**src/rtl/jcs_pkg.sv**
```systemverilog
package jcs_pkg;

    localparam logic [1:0] OPC_READ  = 2'b01;
    localparam logic [1:0] OPC_WRITE = 2'b10;
    localparam logic [1:0] RSP_OK    = 2'b00;
    localparam logic [1:0] RSP_BUSY  = 2'b11;

    typedef enum logic [2:0] {
        ST_IDLE,
        ST_ALIGN,
        ST_SELECT,
        ST_CAPTURE,
        ST_GAP_A,
        ST_SHIFT,
        ST_UPDATE,
        ST_GAP_B
    } jcs_state_e;

    typedef enum logic [1:0] {
        V_AGAIN,
        V_OK,
        V_TIMEOUT,
        V_ERR
    } jcs_verdict_e;

endpackage

```
**src/rtl/jcs_tck_gen.sv**
```systemverilog
module jcs_tck_gen #(
    parameter int DIV = 3
) (
    input  logic clk,
    input  logic rst,
    output logic tck_o,
    output logic rise_o,
    output logic fall_o
);
    localparam int LOW = DIV / 2;
    localparam int CW  = (DIV > 1) ? $clog2(DIV) : 1;

    logic [CW-1:0] cnt_q;
    logic [CW-1:0] cnt_d;

    assign rise_o = (cnt_q == CW'(LOW - 1));
    assign fall_o = (cnt_q == CW'(DIV - 1));
    assign cnt_d  = fall_o ? '0 : cnt_q + 1'b1;

    always_ff @(posedge clk) begin
        if (rst) begin
            cnt_q <= '0;
            tck_o <= 1'b0;
        end else begin
            cnt_q <= cnt_d;
            tck_o <= (cnt_d >= CW'(LOW));
        end
    end

    AST_TCK_RISES: assert property (@(posedge clk) disable iff (rst)
        rise_o |=> tck_o);
    AST_TCK_FALLS: assert property (@(posedge clk) disable iff (rst)
        fall_o |=> !tck_o);

endmodule

```
**src/rtl/jcs_frame_reg.sv**
```systemverilog
module jcs_frame_reg #(
    parameter int FRAME_W = 74,
    parameter int DATA_W  = 64
) (
    input  logic               clk,
    input  logic               rst,
    input  logic               load_i,
    input  logic [FRAME_W-1:0] load_val_i,
    input  logic               smp_i,
    input  logic               shf_i,
    input  logic               tdo_i,
    output logic               tdi_o,
    output logic [1:0]         rsp_code_o,
    output logic [DATA_W-1:0]  rsp_data_o
);
    logic [FRAME_W-1:0] frame_q;
    logic               tdo_q;

    always_ff @(posedge clk) begin
        if (rst) begin
            frame_q <= '0;
            tdo_q   <= 1'b0;
        end else begin
            if (smp_i) begin
                tdo_q <= tdo_i;
            end
            if (load_i) begin
                frame_q <= load_val_i;
            end else if (shf_i) begin
                frame_q <= {tdo_q, frame_q[FRAME_W-1:1]};
            end
        end
    end

    assign tdi_o      = frame_q[0];
    assign rsp_code_o = frame_q[1:0];
    assign rsp_data_o = frame_q[DATA_W+1:2];

    always_comb begin
        if (!rst) begin
            AST_LOAD_NOT_SHIFT: assert (!(load_i && shf_i));
        end
    end

endmodule

```
**src/rtl/jtag_cmd_scanner.sv**
```systemverilog
module jtag_cmd_scanner #(
    parameter int ADDR_W    = 8,
    parameter int DATA_W    = 64,
    parameter int TCK_DIV   = 3,
    parameter int MAX_POLLS = 5,
    parameter int SEL_W     = 4,
    parameter int CHAIN     = 2
) (
    input  logic              clk,
    input  logic              rst,
    input  logic              start_i,
    input  logic              write_i,
    input  logic [ADDR_W-1:0] addr_i,
    input  logic [DATA_W-1:0] wdata_i,
    output logic              busy_o,
    output logic              done_o,
    output logic [DATA_W-1:0] rdata_o,
    output logic              timeout_o,
    output logic              error_o,
    output logic              tck_o,
    output logic              capture_o,
    output logic              shift_o,
    output logic              update_o,
    output logic              tdi_o,
    input  logic              tdo_i,
    output logic [SEL_W-1:0]  sel_o
);
    import jcs_pkg::*;

    localparam int FRAME_W = ADDR_W + DATA_W + 2;
    localparam int BCW     = $clog2(FRAME_W);
    localparam int PCW     = $clog2(MAX_POLLS + 1);
    localparam logic [SEL_W-1:0] SEL_MASK = SEL_W'(1) << (CHAIN - 1);

    jcs_state_e   state_q, state_d;
    jcs_verdict_e verdict;

    logic              rise, fall;
    logic [1:0]        op_q;
    logic [ADDR_W-1:0] addr_q;
    logic [DATA_W-1:0] data_q;
    logic              polling_q;
    logic [PCW-1:0]    poll_cnt_q;
    logic [BCW-1:0]    bit_cnt_q;
    logic              last_bit;
    logic              done_q, timeout_q, error_q;
    logic [DATA_W-1:0] rdata_q;

    logic               frm_load;
    logic [FRAME_W-1:0] frm_val;
    logic               frm_tdi;
    logic [1:0]         rsp_code;
    logic [DATA_W-1:0]  rsp_data;

    jcs_tck_gen #(.DIV(TCK_DIV)) tck_i (
        .clk    (clk),
        .rst    (rst),
        .tck_o  (tck_o),
        .rise_o (rise),
        .fall_o (fall)
    );

    assign frm_load = fall && ((state_q == ST_SELECT) ||
                               (state_q == ST_GAP_B && verdict == V_AGAIN));
    assign frm_val  = (state_q == ST_SELECT) ? {addr_q, data_q, op_q} : '0;

    jcs_frame_reg #(.FRAME_W(FRAME_W), .DATA_W(DATA_W)) frame_i (
        .clk        (clk),
        .rst        (rst),
        .load_i     (frm_load),
        .load_val_i (frm_val),
        .smp_i      (rise && state_q == ST_SHIFT),
        .shf_i      (fall && state_q == ST_SHIFT),
        .tdo_i      (tdo_i),
        .tdi_o      (frm_tdi),
        .rsp_code_o (rsp_code),
        .rsp_data_o (rsp_data)
    );

    assign last_bit = (bit_cnt_q == BCW'(FRAME_W - 1));

    // Verdict taken at the end of each scan
    always_comb begin
        verdict = V_AGAIN;
        if (polling_q) begin
            unique case (rsp_code)
                RSP_OK:   verdict = V_OK;
                RSP_BUSY: verdict = (poll_cnt_q == PCW'(MAX_POLLS - 1)) ? V_TIMEOUT : V_AGAIN;
                default:  verdict = V_ERR;
            endcase
        end
    end

    // Next state
    always_comb begin
        state_d = state_q;
        unique case (state_q)
            ST_IDLE:    if (start_i) state_d = ST_ALIGN;
            ST_ALIGN:   if (fall) state_d = ST_SELECT;
            ST_SELECT:  if (fall) state_d = ST_CAPTURE;
            ST_CAPTURE: if (fall) state_d = ST_GAP_A;
            ST_GAP_A:   if (fall) state_d = ST_SHIFT;
            ST_SHIFT:   if (fall && last_bit) state_d = ST_UPDATE;
            ST_UPDATE:  if (fall) state_d = ST_GAP_B;
            ST_GAP_B:   if (fall) state_d = (verdict == V_AGAIN) ? ST_CAPTURE : ST_IDLE;
            default:    state_d = ST_IDLE;
        endcase
    end

    // State register
    always_ff @(posedge clk) begin
        if (rst) state_q <= ST_IDLE;
        else     state_q <= state_d;
    end

    // Outputs decoded from state
    always_comb begin
        busy_o    = (state_q != ST_IDLE);
        capture_o = (state_q == ST_CAPTURE);
        shift_o   = (state_q == ST_SHIFT);
        update_o  = (state_q == ST_UPDATE);
        tdi_o     = (state_q == ST_SHIFT) ? frm_tdi : 1'b0;
        sel_o     = (state_q == ST_IDLE || state_q == ST_ALIGN) ? '0 : SEL_MASK;
    end

    assign done_o    = done_q;
    assign timeout_o = timeout_q;
    assign error_o   = error_q;
    assign rdata_o   = rdata_q;

    // Command latch, counters and results
    always_ff @(posedge clk) begin
        if (rst) begin
            op_q       <= '0;
            addr_q     <= '0;
            data_q     <= '0;
            polling_q  <= 1'b0;
            poll_cnt_q <= '0;
            bit_cnt_q  <= '0;
            done_q     <= 1'b0;
            timeout_q  <= 1'b0;
            error_q    <= 1'b0;
            rdata_q    <= '0;
        end else begin
            done_q <= 1'b0;
            if (state_q == ST_IDLE && start_i) begin
                op_q       <= write_i ? OPC_WRITE : OPC_READ;
                addr_q     <= addr_i;
                data_q     <= write_i ? wdata_i : '0;
                polling_q  <= 1'b0;
                poll_cnt_q <= '0;
                timeout_q  <= 1'b0;
                error_q    <= 1'b0;
                rdata_q    <= '0;
            end
            if (state_q == ST_GAP_A) begin
                bit_cnt_q <= '0;
            end
            if (state_q == ST_SHIFT && fall) begin
                bit_cnt_q <= bit_cnt_q + 1'b1;
            end
            if (state_q == ST_GAP_B && fall) begin
                unique case (verdict)
                    V_AGAIN: begin
                        if (polling_q) poll_cnt_q <= poll_cnt_q + 1'b1;
                        polling_q <= 1'b1;
                    end
                    V_OK: begin
                        done_q  <= 1'b1;
                        rdata_q <= (op_q == OPC_READ) ? rsp_data : '0;
                    end
                    V_TIMEOUT: begin
                        done_q    <= 1'b1;
                        timeout_q <= 1'b1;
                    end
                    default: begin
                        done_q  <= 1'b1;
                        error_q <= 1'b1;
                    end
                endcase
            end
        end
    end

    AST_ONE_STROBE: assert property (@(posedge clk) disable iff (rst)
        $countones({capture_o, shift_o, update_o}) <= 1);
    AST_SHIFT_THEN_UPDATE: assert property (@(posedge clk) disable iff (rst)
        $fell(shift_o) |-> update_o);
    AST_EDGE_ALIGN: assert property (@(posedge clk) disable iff (rst)
        !$stable({capture_o, shift_o, update_o, tdi_o, sel_o}) |-> $fell(tck_o));
    AST_SEL_COVERS: assert property (@(posedge clk) disable iff (rst)
        (capture_o || shift_o || update_o) |-> (sel_o == SEL_MASK));
    AST_DONE_PULSE: assert property (@(posedge clk) disable iff (rst)
        done_o |=> !done_o);
    AST_POLL_LIMIT: assert property (@(posedge clk) disable iff (rst)
        poll_cnt_q < PCW'(MAX_POLLS));
    AST_ONE_VERDICT: assert property (@(posedge clk) disable iff (rst)
        done_o |-> !(timeout_o && error_o));
    AST_IGNORE_START: assert property (@(posedge clk) disable iff (rst)
        (busy_o && start_i) |=> ($stable(addr_q) && $stable(op_q)));

endmodule

```
**config.mk**
```make
export PLATFORM = sky130hd
export DESIGN_NAME = jtag_cmd_scanner
export DESIGN_NICKNAME = d
export VERILOG_FILES = /design/src/rtl/jcs_pkg.sv /design/src/rtl/jcs_tck_gen.sv /design/src/rtl/jcs_frame_reg.sv /design/src/rtl/jtag_cmd_scanner.sv
export SDC_FILE = /design/constraint.sdc
export NUM_CORES = 1
export LEC_CHECK = 0
export BUFFER_PORTS_ARGS = -buffer_cell sky130_fd_sc_hd__buf_2
export CORE_MARGIN = 3
export CORE_UTILIZATION = 50
export DETAILED_ROUTE_END_ITERATION = 8
export PLACE_DENSITY = 0.73
export REMOVE_ABC_BUFFERS = 1
export SETUP_SLACK_MARGIN = 0.15
export SLEW_MARGIN = 20
export SYNTH_ARGS = -nofsm -noshare
export SYNTH_HDL_FRONTEND = slang
export SYNTH_HIERARCHICAL = 1
export SYNTH_SLANG_ARGS = --single-unit
```
**constraint.sdc**
```tcl
create_clock -name clk -period 1.9 [get_ports clk]
set_input_delay 0.095 -clock clk [delete_from_list [all_inputs] [get_ports clk]]
set_output_delay 0.095 -clock clk [all_outputs]
set_load 0.05 [all_outputs]
```
==> flow_summary.ini <==
[routing]
detailed_route_wl_um = 27300
dr.first_iter.drc_count = 516
drt_drc_violations_left = 0
via_count = 8813
drt_pre_antenna_iters = 7
wl_per_cell_um = 16.5
ant_nets = 0
post_detailed_route_via_to_cell_ratio = 5.33

[place]
place.gp.congestion = 0.815
detailedPlace.worstSlack_ns = 0.0563
detailed_placer_s_ending_hpwl_um = 15500
port_buffers = 150

[global_routing]
grt_util_all_layers_pct = 21.7
number_of_global_route_vias_before_repair = 8500
grt_overflow = 0
antenna_violations_before_repair = 0
grt_max_degree = 77
grt_pass1_wl_um = 41400

[yosys]
async_flop_share_pct = 0
ys_warn_count = 6
synth.avg_cell_area_um2 = 8.64
synth_edf_count = 0
synth.ff_latch_count = 233
syn_area_mm2 = 0.0106
leading_area_contributor_after_synthesis = sky130_fd_sc_hd__dfxtp_1
synthesis.instances = 1222
seq_area_frac_synth_pct = 44.2
synth_cell_types = 53
synth_top_area_share_pct = 44.2
synth.area.top_cells = sky130_fd_sc_hd__dfxtp_1 (44%), sky130_fd_sc_hd__mux2i_1 (7.1%), sky130_fd_sc_hd__nand3_1 (6.4%)
postSynth.topFlopCell = sky130_fd_sc_hd__dfxtp_1

[floorplanning]
die_area_mm2 = 0.0229
floorplan.rows = 52
die_height_um = 151
core_mm2 = 0.0205
io_pins = 154
initial_core_util_pct = 51.5
die_w_um = 151

[sta]
worst_slew_margin_rel_pct = 51.2
timing_worst_slew_pin_value_ns = 0.730
hold_slack_ns = 0.107
finalWorstSetupSlack_ns = 0.117
finalSetupTns_ns = 0
fin_skew_ns = 0.0132
fmax_ghz = 0.561
setup_viol_count_final = 0
grt_setup_unrepaired = true
timing.final.max_slew_violations = 0
min_period_over_period_pct = 93.8
final_period_minus_worst_setup_slack_ns = 1.78
final_hold_fails = 0

[cts]
insertion_delay_ns = 0.52
cts_max_level = 1
clock_tree_from_tritoncts = yes
cts_root_buffer = sky130_fd_sc_hd__clkbuf_16
clock_tree.buffer_depth = 3
cts.sink_count = 233
tritoncts.num_buffers = 26
worst_setup_hold_path_clk_slew_ns = 0.06

[final_layout]
area_added_between_synthesis_and_finish_pct = 25.4
antennaDiodeCount = 0
mostFrequentLayoutCell = sky130_fd_sc_hd__dfxtp_1
layout_common_cells = sky130_fd_sc_hd__dfxtp_1 (227), sky130_fd_sc_hd__nand2_1 (154), sky130_fd_sc_hd__buf_2 (148)
drive_above_1_share_pct = 23.4
fin_nets = 1445
share_of_the_core_filled_with_cells_pct = 64.7

[power_and_ir_drop]
power_density_mw_per_mm2 = 801
report.power.total_mw = 10.6
p_leak_nw = 5.06
vdd.ir_drop.worst_mv = 0.695

[setup_path]
critPathKind = register to register
start_kind = register
worst-path-max-fanout = 10
critPathRequiredTime_ns = 2.33
crit_path_end_kind = register
worst_ep_arrival_time_ns = 2.21

[min_path]
hold_path_class = input port to register

[outcome]
status = completed

[flow_run]
timing.max_cap.violations = 0
## critical path, stage by stage, from the launching register on
cell,delay (ns)
sky130_fd_sc_hd__dfxtp_2,0.34
sky130_fd_sc_hd__inv_2,0.04
sky130_fd_sc_hd__ha_2,0.15
sky130_fd_sc_hd__and2_4,0.14
sky130_fd_sc_hd__o21ai_2,0.17
sky130_fd_sc_hd__a22o_4,0.29
sky130_fd_sc_hd__clkinv_8,0.14
sky130_fd_sc_hd__clkbuf_16,0.21
sky130_fd_sc_hd__a211oi_1,0.21
## power breakdown
group,switching [mW],internal (mW)
Sequential,0.0451,4.98
Combinational,0.452,0.309
Clock,1.97,2.86
Total,2.47,8.14
## worst paths after layout
| check | start | to | cells past startpoint | slack, ns |
|---|---|---|---|---|
| worst max-delay path | poll_cnt_q[0] | frame_i/frame_q[36] | 8 | 0.12 |
| worst min-delay path | write_i | data_q[19] | 4 | 0.11 |
| worst max register to register | poll_cnt_q[0] | frame_i/frame_q[36] | 8 | 0.12 |
| worst min register to register | tck_i/cnt_q[0] | tck_i/cnt_q[0] | 1 | 0.42 |
## logic make-up after synthesis
family,count (synthesis),synth area share [%]
simple gates,486,23.7
compound gates,237,13.5
flops,233,44.2
buf+inv,184,10.8
mux,75,7.11
fa+ha+maj,4,0.474
xor+xnor,2,0.166
other cells,1,0.0355
## Yosys cell counts, types with 2 or more instances
master and number:
sky130_fd_sc_hd__buf_2 11, sky130_fd_sc_hd__nor2_1 22, sky130_fd_sc_hd__buf_6 7, sky130_fd_sc_hd__nor3_1 4, sky130_fd_sc_hd__nor2b_1 75, sky130_fd_sc_hd__inv_1 9, sky130_fd_sc_hd__nand3_1 135, sky130_fd_sc_hd__a21oi_1 81
sky130_fd_sc_hd__and2_1 77, sky130_fd_sc_hd__nand2_1 155, sky130_fd_sc_hd__a211oi_1 77, sky130_fd_sc_hd__o21ai_1 4, sky130_fd_sc_hd__or4_1 2, sky130_fd_sc_hd__buf_1 13, sky130_fd_sc_hd__clkbuf_1 62, sky130_fd_sc_hd__nor4b_4 2
sky130_fd_sc_hd__o21ai_0 62, sky130_fd_sc_hd__o311ai_0 3, sky130_fd_sc_hd__ha_1 4, sky130_fd_sc_hd__buf_4 73, sky130_fd_sc_hd__mux2i_1 75, sky130_fd_sc_hd__dfxtp_1 233, sky130_fd_sc_hd__buf_12 6
## cell type report
class | instances | area, µm²
sequential | 233 | 4670
timing repair buffer | 285 | 2330
clock buffer | 36 | 739
fill | 1706 | 7240
tap | 270 | 338
timing repair inverter | 1 | 8.76
inverter | 10 | 62.6
clock inverter | 12 | 91.3
multi-input combinational | 807 | 5000
## per-stage QoR
step           cell area (µm²)  std cells
6_report                 13300       1654
3_3_place_gp             11100       1511
3_5_place_dp             11100       1511
5_1_grt                  13300       1654
2_1_floorplan             9460       1050
4_1_cts                  12700       1634
## repair_timing
item                                    4_1_cts  5_1_grt
setup buffers                                 0        8
hold endpoints to repair                     77        0
pin swaps                                     1        8
hold buffers                                 75        0
cloned                                        0       12
endpoints found under the setup margin       77      138
resized for setup                            11       68
## state kept, by name (all words and copies together) (netlist names), 2 cells and up
name	count
addr_q	8
bit_cnt_q	7
data_q	64
frame_i/frame_q	74
op_q	2
poll_cnt_q	3
rdata_o	64
state_q	3
tck_i/cnt_q	2
## layer usage
layer	vias to the layer above	GRT usage (%)	share of wire (%)
li1	4395	-	-
met1	4153	28.0	44
met2	215	38.0	50
met3	50	3.02	4.3
met4	0	6.12	2.1
met5	-	0	0
Power figures use the tool's default switching activity.
